===== config.mk =====
export PLATFORM = sky130hd
export DESIGN_NAME = opfetch_agu
export DESIGN_NICKNAME = d
export VERILOG_FILES = /design/src/rtl/opfetch_pkg.sv /design/src/rtl/opfetch_fsm.sv /design/src/rtl/opfetch_ea.sv /design/src/rtl/opfetch_len.sv /design/src/rtl/opfetch_agu.sv
export SDC_FILE = /design/constraint.sdc
export NUM_CORES = 1
export LEC_CHECK = 0
export BUFFER_PORTS_ARGS = -buffer_cell sky130_fd_sc_hd__buf_2
export CAP_MARGIN = 30
export CELL_PAD_IN_SITES_DETAIL_PLACEMENT = 0
export CELL_PAD_IN_SITES_GLOBAL_PLACEMENT = 1
export CORE_UTILIZATION = 36
export CTS_BUF_LIST = sky130_fd_sc_hd__clkbuf_4 sky130_fd_sc_hd__clkbuf_8
export CTS_CLUSTER_DIAMETER = 30
export DETAILED_ROUTE_END_ITERATION = 10
export PLACE_DENSITY = 0.82
export SYNTH_ARGS = -nofsm -noshare
export SYNTH_HDL_FRONTEND = slang
export SYNTH_HIERARCHICAL = 1
export SYNTH_SLANG_ARGS = --single-unit

===== constraint.sdc =====
create_clock -name clk -period 2.2 [get_ports clk]
set_clock_uncertainty 0.1 [all_clocks]
set_input_delay 0.11 -clock clk [delete_from_list [all_inputs] [get_ports clk]]
set_output_delay 0.11 -clock clk [all_outputs]
set_load 0.1 [all_outputs]

===== src/rtl/opfetch_pkg.sv =====
package opfetch_pkg;
    typedef enum logic [1:0] {
        AM_IMM = 2'd0,
        AM_DIR = 2'd1,
        AM_EXT = 2'd2,
        AM_IDX = 2'd3
    } amode_t;

    typedef enum logic [1:0] {
        S_IDLE   = 2'd0,
        S_FIRST  = 2'd1,
        S_SECOND = 2'd2,
        S_DONE   = 2'd3
    } fstate_t;

    // number of bytes that follow the opcode for a given mode
    function automatic logic [1:0] operand_bytes(amode_t m, logic wide);
        unique case (m)
            AM_IMM:  operand_bytes = wide ? 2'd2 : 2'd1;
            AM_EXT:  operand_bytes = 2'd2;
            default: operand_bytes = 2'd1;
        endcase
    endfunction
endpackage


===== src/rtl/opfetch_fsm.sv =====
module opfetch_fsm
    import opfetch_pkg::*;
(
    input  logic    clk,
    input  logic    rst,
    input  logic    start,
    input  logic    ack,
    input  logic    two_bytes,
    output fstate_t state,
    output logic    accept,
    output logic    last_beat
);
    fstate_t state_d;

    assign accept    = start && (state == S_IDLE || state == S_DONE);
    assign last_beat = ack && ((state == S_FIRST && !two_bytes) || state == S_SECOND);

    always_comb begin
        state_d = state;
        unique case (state)
            S_IDLE:   if (accept) state_d = S_FIRST;
            S_FIRST:  if (ack) state_d = two_bytes ? S_SECOND : S_DONE;
            S_SECOND: if (ack) state_d = S_DONE;
            S_DONE:   if (accept) state_d = S_FIRST;
        endcase
    end

    always_ff @(posedge clk) begin
        if (rst) state <= S_IDLE;
        else     state <= state_d;
    end

    // a start while fetching does not restart the fetch
    a_r2_busy_ignores_start: assert property (@(posedge clk) disable iff (rst)
        (state == S_FIRST && start && !ack) |=> state == S_FIRST);
    // a stalled second beat waits
    a_r3_second_waits: assert property (@(posedge clk) disable iff (rst)
        (state == S_SECOND && !ack) |=> state == S_SECOND);
endmodule


===== src/rtl/opfetch_ea.sv =====
module opfetch_ea
    import opfetch_pkg::*;
#(
    parameter int DW = 8,
    localparam int AW = 2 * DW
) (
    input  amode_t          mode,
    input  logic [AW-1:0]   word,
    input  logic [AW-1:0]   index_val,
    output logic [AW-1:0]   imm,
    output logic [AW-1:0]   ea,
    output logic            is_addr
);
    always_comb begin
        imm     = '0;
        ea      = '0;
        is_addr = 1'b1;
        unique case (mode)
            AM_IMM: begin
                imm     = word;
                is_addr = 1'b0;
            end
            AM_DIR:  ea = {{DW{1'b0}}, word[DW-1:0]};
            AM_EXT:  ea = word;
            AM_IDX:  ea = index_val + {{DW{1'b0}}, word[DW-1:0]};
        endcase
    end
endmodule


===== src/rtl/opfetch_len.sv =====
module opfetch_len
    import opfetch_pkg::*;
#(
    parameter int LW = 3
) (
    input  amode_t        mode,
    input  logic          wide,
    input  logic          has_pre,
    output logic [LW-1:0] len
);
    always_comb begin
        len = LW'(1) + LW'(has_pre) + LW'(operand_bytes(mode, wide));
    end
endmodule


===== src/rtl/opfetch_agu.sv =====
module opfetch_agu
    import opfetch_pkg::*;
#(
    parameter int DW = 8,
    parameter int LW = 3,
    localparam int AW = 2 * DW
) (
    input  logic          clk,
    input  logic          rst,
    input  logic          start,
    input  logic [1:0]    mode,
    input  logic          wide,
    input  logic          idx_sel,
    input  logic          has_pre,
    input  logic [AW-1:0] next_pc,
    input  logic [AW-1:0] ix,
    input  logic [AW-1:0] iy,
    output logic          rd_req,
    output logic [AW-1:0] rd_addr,
    input  logic          rd_ack,
    input  logic [DW-1:0] rd_data,
    output logic          done,
    output logic          is_addr,
    output logic [AW-1:0] imm_data,
    output logic [AW-1:0] eff_addr,
    output logic [LW-1:0] inst_len
);
    fstate_t       state;
    logic          accept, last_beat, two_bytes, beat;
    amode_t        mode_q;
    logic          wide_q, pre_q;
    logic [AW-1:0] index_q, fetch_addr;
    logic [DW-1:0] hi_q;
    logic [AW-1:0] word, imm_c, ea_c;
    logic          is_addr_c;
    logic [AW-1:0] imm_q, ea_q;
    logic          is_addr_q;

    assign two_bytes = (operand_bytes(mode_q, wide_q) == 2'd2);
    assign beat      = rd_req && rd_ack;
    assign word      = (state == S_SECOND) ? {hi_q, rd_data} : {{DW{1'b0}}, rd_data};

    opfetch_fsm u_fsm (
        .clk(clk), .rst(rst), .start(start), .ack(rd_ack), .two_bytes(two_bytes),
        .state(state), .accept(accept), .last_beat(last_beat)
    );

    opfetch_ea #(.DW(DW)) u_ea (
        .mode(mode_q), .word(word), .index_val(index_q),
        .imm(imm_c), .ea(ea_c), .is_addr(is_addr_c)
    );

    opfetch_len #(.LW(LW)) u_len (
        .mode(mode_q), .wide(wide_q), .has_pre(pre_q), .len(inst_len)
    );

    always_ff @(posedge clk) begin
        if (rst) begin
            mode_q     <= AM_IMM;
            wide_q     <= 1'b0;
            pre_q      <= 1'b0;
            index_q    <= '0;
            fetch_addr <= '0;
            hi_q       <= '0;
            imm_q      <= '0;
            ea_q       <= '0;
            is_addr_q  <= 1'b0;
        end else begin
            if (accept) begin
                mode_q     <= amode_t'(mode);
                wide_q     <= wide;
                pre_q      <= has_pre;
                index_q    <= idx_sel ? iy : ix;
                fetch_addr <= next_pc;
            end else if (beat) begin
                fetch_addr <= fetch_addr + AW'(1);
            end
            if (state == S_FIRST && rd_ack) hi_q <= rd_data;
            if (last_beat) begin
                imm_q     <= imm_c;
                ea_q      <= ea_c;
                is_addr_q <= is_addr_c;
            end
        end
    end

    always_comb begin
        rd_req   = (state == S_FIRST) || (state == S_SECOND);
        rd_addr  = fetch_addr;
        done     = (state == S_DONE);
        is_addr  = is_addr_q;
        imm_data = imm_q;
        eff_addr = ea_q;
    end

    // reset clears the handshake and done
    a_r1_reset_clears: assert property (@(posedge clk)
        rst |=> (!done && !rd_req));
    // a stalled request holds its address
    a_r3_stall_holds: assert property (@(posedge clk) disable iff (rst)
        (rd_req && !rd_ack) |=> (rd_req && rd_addr == $past(rd_addr)));
    // consecutive beats read consecutive addresses
    a_r3_addr_step: assert property (@(posedge clk) disable iff (rst)
        (beat && !last_beat) |=> rd_addr == $past(rd_addr) + AW'(1));
    // results stay put while done and no new start
    a_r9_done_holds: assert property (@(posedge clk) disable iff (rst)
        (done && !start) |=> (done && $stable(eff_addr) && $stable(imm_data)
                              && $stable(inst_len) && $stable(is_addr)));
    // direct addresses lie in the first page
    a_r5_direct_page: assert property (@(posedge clk) disable iff (rst)
        (done && mode_q == AM_DIR) |-> eff_addr[AW-1:DW] == '0);
    // length range
    a_r8_len_range: assert property (@(posedge clk) disable iff (rst)
        done |-> (inst_len >= LW'(2) && inst_len <= LW'(4)));
    // never requesting while done
    a_r9_no_req_when_done: assert property (@(posedge clk) disable iff (rst)
        !(done && rd_req));
endmodule


After elaboration in Yosys (flattened, before gate mapping):

Index checks and enable logic that the tools add are counted.

* input port bits: 65
* logic and storage cells: 52
* output and inout bits: 54
* flip-flop bits (word level): 79

* equality and inequality tests: 10
* multiplexer cells: 14
* reductions and logical operators: 14
* $add $sub $neg: 4

Operators by type and width (number)
* 16-bit two-way mux: 5
* 16-bit one-hot mux with 3 select lines: 1
* 16-bit by 1-bit adder with 16-bit output (second input constant): 1
* 16-bit by 8-bit adder with 16-bit output: 1
* 2-bit == test (second input constant): 5
* 2-bit two-way mux: 4
* 2-bit one-hot mux with 3 select lines: 1
* 1-bit logical AND: 5
* 2-bit by 1-bit == test with 1-bit output (second input constant): 2
* 2-bit logical NOT: 2
* 2-bit != test (second input constant): 2
* 2-bit one-hot mux with 2 select lines: 1
* 3-bit by 2-bit adder with 3-bit output: 1
* 1-bit logical OR: 3
* 3-bit AND reduction: 1
* 1-bit by 1-bit adder with 2-bit output (first input constant): 1
* 1-bit two-way mux: 2
* 2-bit by 1-bit != test with 1-bit output (second input constant): 1
* 2-bit nonzero test: 1
* 2-bit OR reduction: 1
* 1-bit logical NOT: 1

Logic depth before layout (Yosys ltp):

Gate-level depths: netlist of the first run.

* depth after elaboration: 7
* mapped depth: 11
* depth with buffers taken out: 11

Cells and area by module:

Netlist of the first run, hierarchy kept.

By module, submodules not included
* opfetch_agu: times used 1, cells each 357, sequential area each 1541.5 sq um, area each 3314.4 sq um
* opfetch_ea: times used 1, cells each 134, sequential area each 0.0 sq um, area each 870.8 sq um
* opfetch_fsm: times used 1, cells each 18, sequential area each 40.0 sq um, area each 150.1 sq um
* opfetch_len: times used 1, cells each 5, sequential area each 0.0 sq um, area each 53.8 sq um

Least setup slack after synthesis of the first run:

Ideal clock, no wire load.

* kind: register to register
* start: register fetch_addr[0], in the netlist rd_addr[0]
* end: register fetch_addr[14], in the netlist rd_addr[14]
* buffers on the path: 0
* stages on the path, launching flop included: 6
* clock period less this slack: 2.306 ns
* arrival: 2.091 ns
* setup time: 0.115 ns
* data required time: 1.985 ns
* path slack: -0.106 ns
* cell sequence: dfxtp_1 ha_1 nand3b_1 nor4_1 xor2_1 o21a_1

* cells in the longest elaborated chain, start to end: 3

RTL lines
* start: declaration: RTL line opfetch_agu.sv:32 `logic [AW-1:0] index_q, fetch_addr;`
* start signal: assignment: RTL line opfetch_agu.sv:74 `fetch_addr <= next_pc;`
* start signal: assignment: RTL line opfetch_agu.sv:76 `fetch_addr <= fetch_addr + AW'(1);`
* 16-bit by 1-bit adder with 16-bit output: RTL line opfetch_agu.sv:76
* 16-bit two-way mux: RTL line opfetch_agu.sv:75 `end else if (beat) begin`
* 16-bit two-way mux: RTL line opfetch_agu.sv:69 `if (accept) begin`

Every way passes these cells. The select of a mux whose other input is x is not followed.
A chain may end at the register's enable or synchronous reset.

Worst setup path in the final report of the first run:

* start: register index_q[0]
* end: register ea_q[8], in the netlist eff_addr[8]

* cells in the longest elaborated chain, start to end: 2

RTL lines
* start: declaration: RTL line opfetch_agu.sv:32
* start signal: assignment: RTL line opfetch_agu.sv:73 `index_q <= idx_sel ? iy : ix;`
* 16-bit by 8-bit adder with 16-bit output: RTL line opfetch_ea.sv:25 `AM_IDX: ea = index_val + {{DW{1'b0}}, word[DW-1:0]};`
* 16-bit one-hot mux with 3 select lines: RTL line opfetch_ea.sv:18 `unique case (mode)`
* named net ea_c[8]: RTL line opfetch_agu.sv:34 `logic [AW-1:0] word, imm_c, ea_c;`
* end signal: assignment: RTL line opfetch_agu.sv:66 `ea_q <= '0;`
* end signal: assignment: RTL line opfetch_agu.sv:81 `ea_q <= ea_c;`
* end: declaration: RTL line opfetch_agu.sv:36 `logic [AW-1:0] imm_q, ea_q;`

The timed path passes the listed nets, and every way through them passes these cells.

==> results.md, run 1 <==
* Die height at 112.4 µm
* Crit Path Class: reg -> reg
* Post-synthesis mux area share at 0.1328
* Ant. Diodes at 0
* Vias at 4056
* Largest family of logic cells by synthesized area: simple AND/OR/NAND/NOR gates
* CP startpoint kind: flip-flop
* Crit. Startpoint: index_q[0]
* Cell area after placement at 5196 µm²
* RSZ-0062 raised after global routing: true
* Clk buf depth at 2
* Routed len/inst at 13.91 µm
* Fin. Hold Viols at 0
* Residual DRC at 0
* Pin count of the biggest net entering global routing at 64
* Num CTS Buffers at 9
* Fin area at 5892 µm²
* I/O pin count at between 100 and 150
* Routability congestion estimate at 0.7681
* #FFs+latches synth at 79
* Fin Setup TNS at 0 ns
* Clock Latency Late Sink at around 0.37 ns
* Post-synth EDFFs at 0
* Initial antenna violation count at 0
* Clock transition at path regs at 0.08 ns
* Post-synth cell types at 50
* Placed wire-length estimate at 8.165 mm
* Status: finished clean
* Post-synth top flop: dfxtp_1
* Tmin final at approximately 2.2 ns
* HP Start: ix[2]
* Post-DRT Antenna Nets at 0
* Post-Syn Instances at 514
* Sequential element share of the synthesized area at 0.3603
* Syn Nets at 596
* First-pass GRT wire length at 18.54 mm
* Post-Synth XOR/XNOR Area at 0.04789
* Crit-path max FO at 4
* H-tree depth at 3
* Max_cap viols at 0
* Root buffer cell: clkbuf_8
* Core Region at 11660 µm²
* Final setup vio count at 0
* Syn avg cell area at 8.539 µm²
* Fmax at 460.4 MHz
* Sink Count at 79
* Vias in the first global route at 3824
* Post-Syn Area at 4389 µm²
* Post-Synth Adder-Cell Area at 0.05188
* IO Port Bufs at 118
* Synth warnings at 6
* Leak Pwr at 2.650 nW
* Synth Area in Simple Gates at 0.2044
* CTS tree: done
* Synth async-reset ratio at 0
* GRT Overall Usage at 0.1880
* Synth-to-Final Area Change at 34.24%
* Total grt overflow at 0
* Hold Path Class: in -> reg
* Final Cycle Share at 0.9873
* Setup crit end kind: flip-flop
* Drt first-iter violations at 159
* Reg2reg start: index_q[0]
* Data arrival time of the critical path at between 2 and 2.5 ns
* Via/cell ratio at 4.965
* Die footprint at between 10000 and 15000 µm²
* Layout cells sized above 1 at 0.2596
* Row cnt at 39
* Fin. max-slew vios at 0
* Worst slew margin at 0.6668
* Synth Area in Compound Gates at 0.1528
* Required time worst endpoint at 2.36 ns
* Drt total wl at 11.36 mm
* TritonRoute pass-1 iters at 4
* Net count reported at finish at about 750
* Worst slew pin tran at about 0.50 ns
* Initial Utilization at 0.3764
* Die Wd at 112.4 µm
* Power Density at 1135 nW/µm²
* VDD IR max at 951.2 µV
==> layout make-up <==
class                           count  area (µm²)
Timing Repair Buffer              173        1171
Fill cell                        1114        5771
Tap cell                          143       178.9
Clock buffer                       10       137.6
Sequential cell                    79        1585
Multi-Input combinational cell    381        2633
Inverter                           25       93.84
Clock inverter                      6       92.59
==> worst paths after layout <==
check	endpoint	slack (ns)	depth (start not counted)
setup reg to reg	eff_addr[8]	0.03	11
setup / recovery	eff_addr[8]	0.03	11
hold reg to reg	hi_q[0]	0.35	2
hold / removal	index_q[2]	0.003	3
==> registers in the layout, summed over array words and instances, names as in the netlist <==
register,cells
eff_addr,16
imm_data,16
index_q,16
rd_addr,16
hi_q,8
mode_q,2
u_fsm/state,2
is_addr,1
pre_q,1
wide_q,1
==> critical path, cell delays in order, from the launching register on <==
cell and delay [ns]:
dfxtp_2 0.34, ha_4 0.16, inv_2 0.04, fa_2 0.22, nor2b_4 0.05, o31a_4 0.30, o32ai_4 0.31, xor2_1 0.17
nand2_1 0.07, o211a_1 0.12, mux2i_1 0.13, nor2_1 0.05
==> power breakdown <==
group	switching, W	leakage, nW	internal, W
Combinational	0.00236	1.89	0.00110
Sequential	0.000264	0.647	0.00169
Clock	0.000585	0.109	0.000675
==> per-stage QoR <==
stage / cells / utilization / hold slack, ns / power, W / setup slack, ns
2_1_floorplan: 514 / - / 0.1546 / 0.004667 / 0.02497
3_3_place_gp: 757 / 0.4438 / 0.2431 / 0.005303 / 0.0006504
3_5_place_dp: 758 / 0.4456 / 0.2589 / 0.005380 / -0.04183
4_1_cts: 811 / 0.4976 / 0.002401 / 0.006705 / 0.005432
5_1_grt: 817 / 0.5052 / 0.02053 / 0.007071 / -0.08638
6_report: 817 / 0.5052 / 0.002504 / 0.006685 / 0.02797
==> layer usage <==
metal  vias up  share of wire  global-route usage
met2       118           0.44              0.2977
met5         -              0                   0
met3        21          0.044             0.04212
met1      1835           0.49              0.2443
met4         0          0.024             0.08622
li1       2082              -                   -
==> synthesized netlist by cell type, types with 2 or more instances <==
cell type  number  share of area
xnor2_1        11          0.022
clkbuf_1       15          0.013
fa_1            2         0.0091
ha_1           15          0.043
nand2_1        28          0.024
nor2_1         70          0.060
buf_2           7         0.0080
and2_1         24          0.034
or3_1           2         0.0029
buf_1           5         0.0043
nand3_1        19          0.022
mux2_2          2         0.0051
o21a_1         14          0.024
a31oi_1         3         0.0043
inv_1          25          0.021
nor4_1          6         0.0086
o21ai_0        17          0.019
a21o_1          3         0.0051
nand2b_1        4         0.0057
mux2i_1        56           0.13
nor2b_1         4         0.0057
dfxtp_1        79           0.36
buf_4           2         0.0034
nor3_1          5         0.0057
a211oi_1       16          0.027
a21oi_1        35          0.040
and3_1          3         0.0043
or2_2           2         0.0029
nand4_1         4         0.0057
o211ai_1        2         0.0034
xor2_1         13          0.026
nand3b_1        3         0.0051
==> cell usage in the layout, fill, tap and decap left out, types with 4 or more instances in the layout <==
| cell type | netlist | final |
|---|---|---|
| o21a_1 | 14 | 13 |
| nor2_1 | 70 | 68 |
| a211oi_1 | 16 | 16 |
| mux2i_1 | 56 | 56 |
| nand2_1 | 28 | 28 |
| inv_1 | 25 | 24 |
| nand3_1 | 19 | 19 |
| buf_4 | 2 | 13 |
| dfxtp_1 | 79 | 76 |
| nand4_1 | 4 | 4 |
| a21oi_1 | 35 | 35 |
| nor4_1 | 6 | 4 |
| nor2b_1 | 4 | 4 |
| xnor2_1 | 11 | 11 |
| clkbuf_8 | 0 | 10 |
| xor2_1 | 13 | 13 |
| ha_1 | 15 | 14 |
| buf_2 | 7 | 116 |
| buf_12 | 0 | 5 |
| dlygate4sd3_1 | 0 | 37 |
| and2_1 | 24 | 23 |
| nand2b_1 | 4 | 4 |
| nor3_1 | 5 | 5 |
| o21ai_0 | 17 | 15 |
==> kinds of logic (layout without fill, tap and decap cells) <==
logic type                 count (synthesis)  in the layout
DFF                                       79             79
adders and majority gates                 17             17
and+or+nand+nor                          181            181
AOI/OAI and AO/OA                        101            101
xor gates and xnor gates                  24             24
muxes                                     58             58
buffers and inverters                     54            214
==> repair_timing <==
action | CTS | global route
gates cloned | 0 | 0
endpoints found under the hold margin | 32 | 0
hold buffers | 37 | 0
resized for setup | 2 | 12
setup endpoints to repair | 5 | 18
pin swaps | 1 | 2
buffers inserted | 0 | 6
No activity file was read; power rests on OpenSTA's default activity.
==> run 2: changes to the inputs <==
- ABC_AREA: default -> 1
- CAP_MARGIN: 30 -> 25
- CORE_UTILIZATION: 36 -> 34
==> run 2 against run 1 <==
Net effect: largest power group unchanged; combinational power up 45%; total power up 26%; the run now ends with negative hold slack left; critical path depth down 7; non-clock buffer count up 6; worst setup slack better by 0.080 ns; critical path type is now reg -> out; critical endpoint is now inst_len[1].
==> results.md, run 2 <==
* Status: finished, violations left
* Failing checks: negative hold slack
* Total Power at 0.008399 W
* Worst R2R Path Depth at 13
* Syn Nets at 806
* Clk buf depth at 2
* Post-placement cell count at 999
* Hold Path Class: in -> reg
* I/O pin count at 119
* CP max stage cell: fa_1
* Layout cells sized above 1 at 0.1906
* Postcts setup bufs at 0
* Final Cycle Share at 0.9508
* Row cnt at 42
* CTS tree: done
* Drt total wl at 13.67 mm
* Post-route insts no fill at 1068
* Post-Syn Area at 4608 µm²
* Synth warnings at 6
* Fin. max-slew vios at 0
* Clock Latency Late Sink at 0.38 ns
* Post-synth top flop: dfxtp_1
* #FFs+latches synth at 79
* Synth async-reset ratio at 0
* Residual DRC at 0
* Net switching power at 0.004923 W
* Fmax at 478.1 MHz
* Final setup vio count at 0
* Tmin final at 2.092 ns
* Initial Utilization at 0.3480
* R2r endpoint: eff_addr[12]
* Worst slew pin tran at a little under 0.6 ns
* Share of the synthesized area in the top cell type at 0.3432
* Synth-to-Final Area Change at 32.85%
* Die Wd at between 100 and 150 µm
* WP buf/inv at 1
* Commonest cells after routing, fill and taps aside: nand2_1, nor2_1, buf_2
* Sequential element share of the synthesized area at 0.3432
* Top post-synthesis cells by area: dfxtp_1, nand2_1, nor2_1, inv_1, o21ai_0
* VDD IR max at ~820 µV
* Root buffer cell: clkbuf_8
* Clock transition at path regs at around 0.090 ns
* WP depth at 4
* Via/cell ratio at 4.568
* GRT Overall Usage at 0.1996
* Data arrival time of the critical path at 1.88 ns
* RSZ-0062 raised after global routing: false
* Sink Count at 79
* Total grt overflow at 0
* First-pass GRT wire length at 21.90 mm
* Post-DRT Antenna Nets at 0
* Sw Share at 0.5861
* Critical Path End: inst_len[1]
* Pint at 0.003476 W
* Syn avg cell area at approximately 6.4 µm²
* Flop-to-flop setup slack at 0.24 ns
* Setup crit end kind: primary output
* IO Port Bufs at 118
* Crit. Startpoint: mode_q[1]
* Sequential share of power at 0.266
* Core Region at about 13000 µm²
* Post-synth EDFFs at 0
* Register area at 1584 µm²
* Clk network pwr share at 0.134
* Vias in the first global route at 4349
* Max_cap viols at 0
* H-tree depth at 3
* Power Density at around 1400 nW/µm²
* Die height at about 120 µm
* Most frequent cell after synthesis: nand2_1
* Reg2reg start: index_q[0]
* List of most frequent post-synthesis cells: nand2_1, nor2_1, inv_1, dfxtp_1, o21ai_0
* Area of the multi-input gates at approximately 2500 µm²
* Commonest non-fill, non-tap cell in the layout: nand2_1
* Leak Pwr at 3.187 nW
* Drt first-iter violations at roughly 310
* CP top delay family: adder cells
* Initial antenna violation count at 0
* Routed len/inst at 12.79 µm
* Post-synth top area cell: dfxtp_1
* Required time worst endpoint at 1.99 ns
* Filler Cell Count at 1435
* Fin. Hold Viols at 1
* Crit-path max FO at 7
* Vias at about 4900
* Pin count of the biggest net entering global routing at 66
* Worst slew margin at 0.6083
* TritonRoute pass-1 iters at 4
* Max stage delay on crit path at 0.49 ns
* Comb pwr share at 0.600
* Routability congestion estimate at 0.8354
* Net count reported at finish at 969
* Die footprint at 14020 µm²
* Post-synth cell types at 34
* Hold_ws at -0.003393 ns
* Post-Syn Instances at 724
* Num CTS Buffers at 9
* Crit Path Class: reg -> out
* CP startpoint kind: flip-flop
* Ant. Diodes at 0
* Fin Setup TNS at 0 ns
* CP cell instances: o21bai_1 > ha_1 > fa_1 > buf_6
* Placed wire-length estimate at 9.504 mm
[run 2: worst min path at each step]
stage                                end  depth (start not counted)  startpoint  slack, ns
after floorplan           u_fsm/state[1]                          1         rst       0.07
after global placement             pre_q                          3     has_pre       0.23
after detailed placement           pre_q                          3     has_pre       0.24
after CTS                     rd_addr[8]                          2         rst     0.0004
after global routing          rd_addr[8]                          2         rst       0.01
final                         index_q[1]                          5       ix[1]     -0.003
[run 2: power by group through the flow]
stage	registers [W]	logic [W]	clock network, W
3_5_place_dp	0.00226	0.00492	0
6_report	0.00223	0.00504	0.00113
4_1_cts	0.00223	0.00502	0.00115
5_1_grt	0.00229	0.00540	0.00122
2_1_floorplan	0.00409	0.00223	0
3_3_place_gp	0.00226	0.00491	0
[run 2: kinds of logic (layout without fill, tap and decap cells)]
logic type      count (synthesis)  after routing  share of synthesized area
flops                          79             79                     0.3432
xor+xnor                       10             10                    0.01901
simple gates                  382            382                     0.3454
compound gates                108            108                     0.1358
fa+ha+maj                      17             17                    0.04942
buf+inv                       128            296                     0.1072
[run 2: timing repair]
item | in CTS | in global routing
endpoints found under the hold margin | 39 | 0
setup endpoints to repair | 1 | 3
gates resized for setup | 1 | 5
hold buffers | 53 | 0
cloned | 0 | 0
[run 2: worst min-delay path, stage by stage]
cell and delay (ns):
buf_2 0.07, nand2_1 0.04, nand3_1 0.09, o211ai_1 0.09
inv_1 0.05
[run 2: area by class of cell]
class / instances / share of cell area
Clock buffer: 9 / 0.02023
Clock inverter: 7 / 0.01206
Inverter: 101 / 0.06254
Multi-Input combinational cell: 517 / 0.4161
Sequential cell: 79 / 0.2587
Tap cell: 176 / 0.03597
Timing Repair Buffer: 179 / 0.1944
[run 2: metrics by stage]
stage | worst slack (ns) | area [µm²] | util | hold WS [ns]
detailed placement | 0.2409 | 5378 | 0.4061 | 0.2433
CTS | 0.05069 | 6108 | 0.4613 | 0.0003634
finish | 0.1083 | 6122 | 0.4623 | -0.003393
floorplan | 0.01547 | 4622 | - | 0.07244
global route | 0.01231 | 6122 | 0.4623 | 0.01209
global placement | 0.2880 | 5378 | 0.4061 | 0.2349
[run 2: metal layers]
layer | up-vias | wire length [µm] | GRT usage
li1 | 2604 | - | -
met1 | 2153 | 6976 | 0.2762
met2 | 110 | 6009 | 0.3136
met3 | 12 | 478 | 0.03041
met4 | 0 | 201 | 0.07199
met5 | - | 0 | 0
==> run 3: changes to the inputs <==
- SYNTH_HIERARCHICAL: 1 -> default
==> run 3 against run 2 <==
Net effect: the run now ends clean; clock-buffer cell count rose by 1; highest routed layer unchanged; final cell count fell by 9.7%; total power fell by 9.9%; flip-flop and latch count did not move; core utilization fell by 0.46 points; critical path depth rose by 2; die area fell by 5.1%; first-iteration DRC count fell by 2.9%; largest power group unchanged; critical path type unchanged.
==> results.md, run 3 <==
* Syn avg cell area at 6.863 µm²
* Max stage delay on crit path at around 0.56 ns
* Crit-path max FO at 5
* Required time worst endpoint at around 2 ns
* Ant. Diodes at 0
* Residual DRC at 0
* Post-Synth Adder-Cell Area at 0.04637
* Met2 usage in global routing at 0.3541
* Pin count of the biggest net entering global routing at 42
* Leak Pwr at 2.727 nW
* Post-synth EDFFs at 0
* First-pass GRT wire length at 21.66 mm
* Post-Syn Area at roughly 4400 µm²
* Post-synth top flop: dfxtp_1
* Net count reported at finish at 867
* Synth warnings at 0
* Synth-to-Final Area Change at 31.60%
* Share of the synthesized area in the top cell type at 0.3618
* H-tree depth at 3
* Filler Cell Count at between 1000 and 1500
* Total Power at 0.007565 W
* Worst slew margin at 0.6511
* Power Density at 1315 nW/µm²
* Layout cells sized above 1 at 0.2298
* Fin area at 5753 µm²
* Clk buf depth at 2
* CP cell instances: nor2_1 > nor2_2 > inv_1 > ha_1 > fa_2 > buf_12
* Largest family of logic cells by synthesized area: simple AND/OR/NAND/NOR gates
* Top Usage Layer GRT: met2
* Fin. Hold Viols at 0
* Crit Path Class: reg -> out
* Total grt overflow at 0
* Vias in the first global route at 4494
* #FFs+latches synth at just under 80
* Commonest cells after routing, fill and taps aside: nand2_1, buf_2, dfxtp_1
* Fin. max-slew vios at 0
* Initial antenna violation count at 0
* Core Region at 12570 µm²
* Syn Nets at 717
* Hold_ws at ~0.0074 ns
* Post-Syn Instances at 637
* Final setup vio count at 0
* Final Cycle Share at 0.9552
* Clock Latency Late Sink at 0.36 ns
* Met1 usage at 0.2634
* Synth Area in Compound Gates at 0.1832
* IO Port Bufs at between 100 and 150
* VDD IR max at 802.3 µV
* I/O pin count at 119
* Cell area after placement at roughly 5000 µm²
* CP startpoint kind: flip-flop
* Placed wire-length estimate at around 9.8 mm
* Hold Path Class: in -> reg
* Die footprint at ~13000 µm²
* Fin Setup TNS at 0 ns
* Max_cap viols at 0
* Drt total wl at 13.36 mm
* CP max stage cell: fa_2
* Die height at 115.4 µm
* Status: finished clean
* Synth async-reset ratio at 0
* Num CTS Buffers at 9
* Vias at 4699
* Via/cell ratio at 4.874
* Sink Count at 79
* TritonRoute pass-1 iters at 4
* List of most frequent post-synthesis cells: nand2_1, dfxtp_1, inv_1, a21oi_1, nand3_1
* Routed len/inst at 13.86 µm
* Tmin final at roughly 2.1 ns
* Setup crit end kind: primary output
* Post-synthesis mux area share at 0
* Row cnt at 41
* Drt first-iter violations at 304
* Die Wd at 115.4 µm
* Top post-synthesis cells by area: dfxtp_1, nand2_1, a21oi_1, nand3_1, inv_1
* Post-synth cell types at 40
* Routability congestion estimate at slightly below 0.9
* Fmax at approximately 480 MHz
* Synth Area in Simple Gates at 0.2959
* RSZ-0062 raised after global routing: false
* CTS tree: done
* Worst slew pin tran at 0.5214 ns
* Grt met3 use at 0.03690
* Sequential element share of the synthesized area at 0.3618
* Post-synth top area cell: dfxtp_1
* Post-Synth XOR/XNOR Area at 0.01202
* GRT Overall Usage at 0.2086
* Initial Utilization at 0.3478
* Post-DRT Antenna Nets at 0
* Root buffer cell: clkbuf_8
* Commonest non-fill, non-tap cell in the layout: nand2_1
* Data arrival time of the critical path at 1.89 ns
* Most frequent cell after synthesis: nand2_1
* Clock transition at path regs at 0.09 ns
run 3: changes by cell type after synthesis, sizes merged, moves of 3 or more:
cell | previous run | this run
nand2 | 171 | 165
buf | 12 | 16
inv | 100 | 72
a21oi | 16 | 61
nor2 | 142 | 52
a31oi | 7 | 4
o21bai | 4 | 0
o21ai | 59 | 43
xnor2 | 6 | 2
nand4 | 3 | 10
nand3 | 54 | 57
o211ai | 16 | 20
run 3: logic make-up after synthesis:
| family | count (synthesis) |
|---|---|
| flops | 79 |
| buf+inv | 102 |
| xor+xnor | 6 |
| simple gates | 295 |
| fa+ha+maj | 15 |
| compound gates | 140 |
run 3: worst paths after layout:
path / from / to / slack, ns / cells after the start
worst max-delay path: mode_q[1] / inst_len[1] / 0.1 / 6
worst min-delay path: iy[2] / index_q[2] / 0.007 / 5
worst max register to register: u_fsm.state[0] / rd_addr[0] / 0.20 / 9
worst min register to register: is_addr / is_addr / 0.36 / 2
run 3: report_power, final:
part | switching, W | internal [W] | leakage, nW
combinational | 0.00326 | 0.00106 | 1.99
clock | 0.000580 | 0.000540 | 0.0886
sequential | 0.000344 | 0.00178 | 0.649
total | 0.00418 | 0.00339 | 2.73
run 3: cell type report:
cell class / count / area [µm²] / area share
Clock inverter: 6 / 68.82 / 0.01196
Sequential cell: 79 / 1590 / 0.2764
Tap cell: 172 / 215.2 / 0.03741
Clock buffer: 10 / 131.4 / 0.02284
Inverter: 72 / 272.8 / 0.04741
Multi-Input combinational cell: 456 / 2371 / 0.4121
Timing Repair Buffer: 169 / 1104 / 0.1918
run 3: metal layers:
| layer | wire (µm) | up-vias |
|---|---|---|
| met4 | 227 | 0 |
| met2 | 6443 | 127 |
| met5 | 0 | - |
| met1 | 6002 | 2146 |
| met3 | 690 | 16 |
| li1 | - | 2410 |
run 3: repair_timing:
| action | in CTS | in global routing |
|---|---|---|
| buffers inserted | 0 | 0 |
| gates cloned | 0 | 0 |
| hold buffers | 41 | 0 |
| setup endpoints to repair | 1 | 4 |
| hold endpoints to repair | 40 | 0 |
| gates resized for setup | 1 | 5 |
run 3: per-stage QoR:
step / setup slack, ns / util / cells
after CTS: 0.05755 / 0.4560 / 964
after floorplan: 0.01974 / - / 637
final: 0.09851 / 0.4577 / 964
after global placement: 0.3113 / 0.4074 / 907
after global routing: 0.0004294 / 0.4577 / 964
after detailed placement: 0.2192 / 0.4074 / 907
run 3: critical path: cells and delay by family (launching register included):
family | cells | cell delay, ns
fa+ha+maj | 2 | 0.76
flops | 1 | 0.39
buf+inv | 2 | 0.25
simple gates | 2 | 0.14
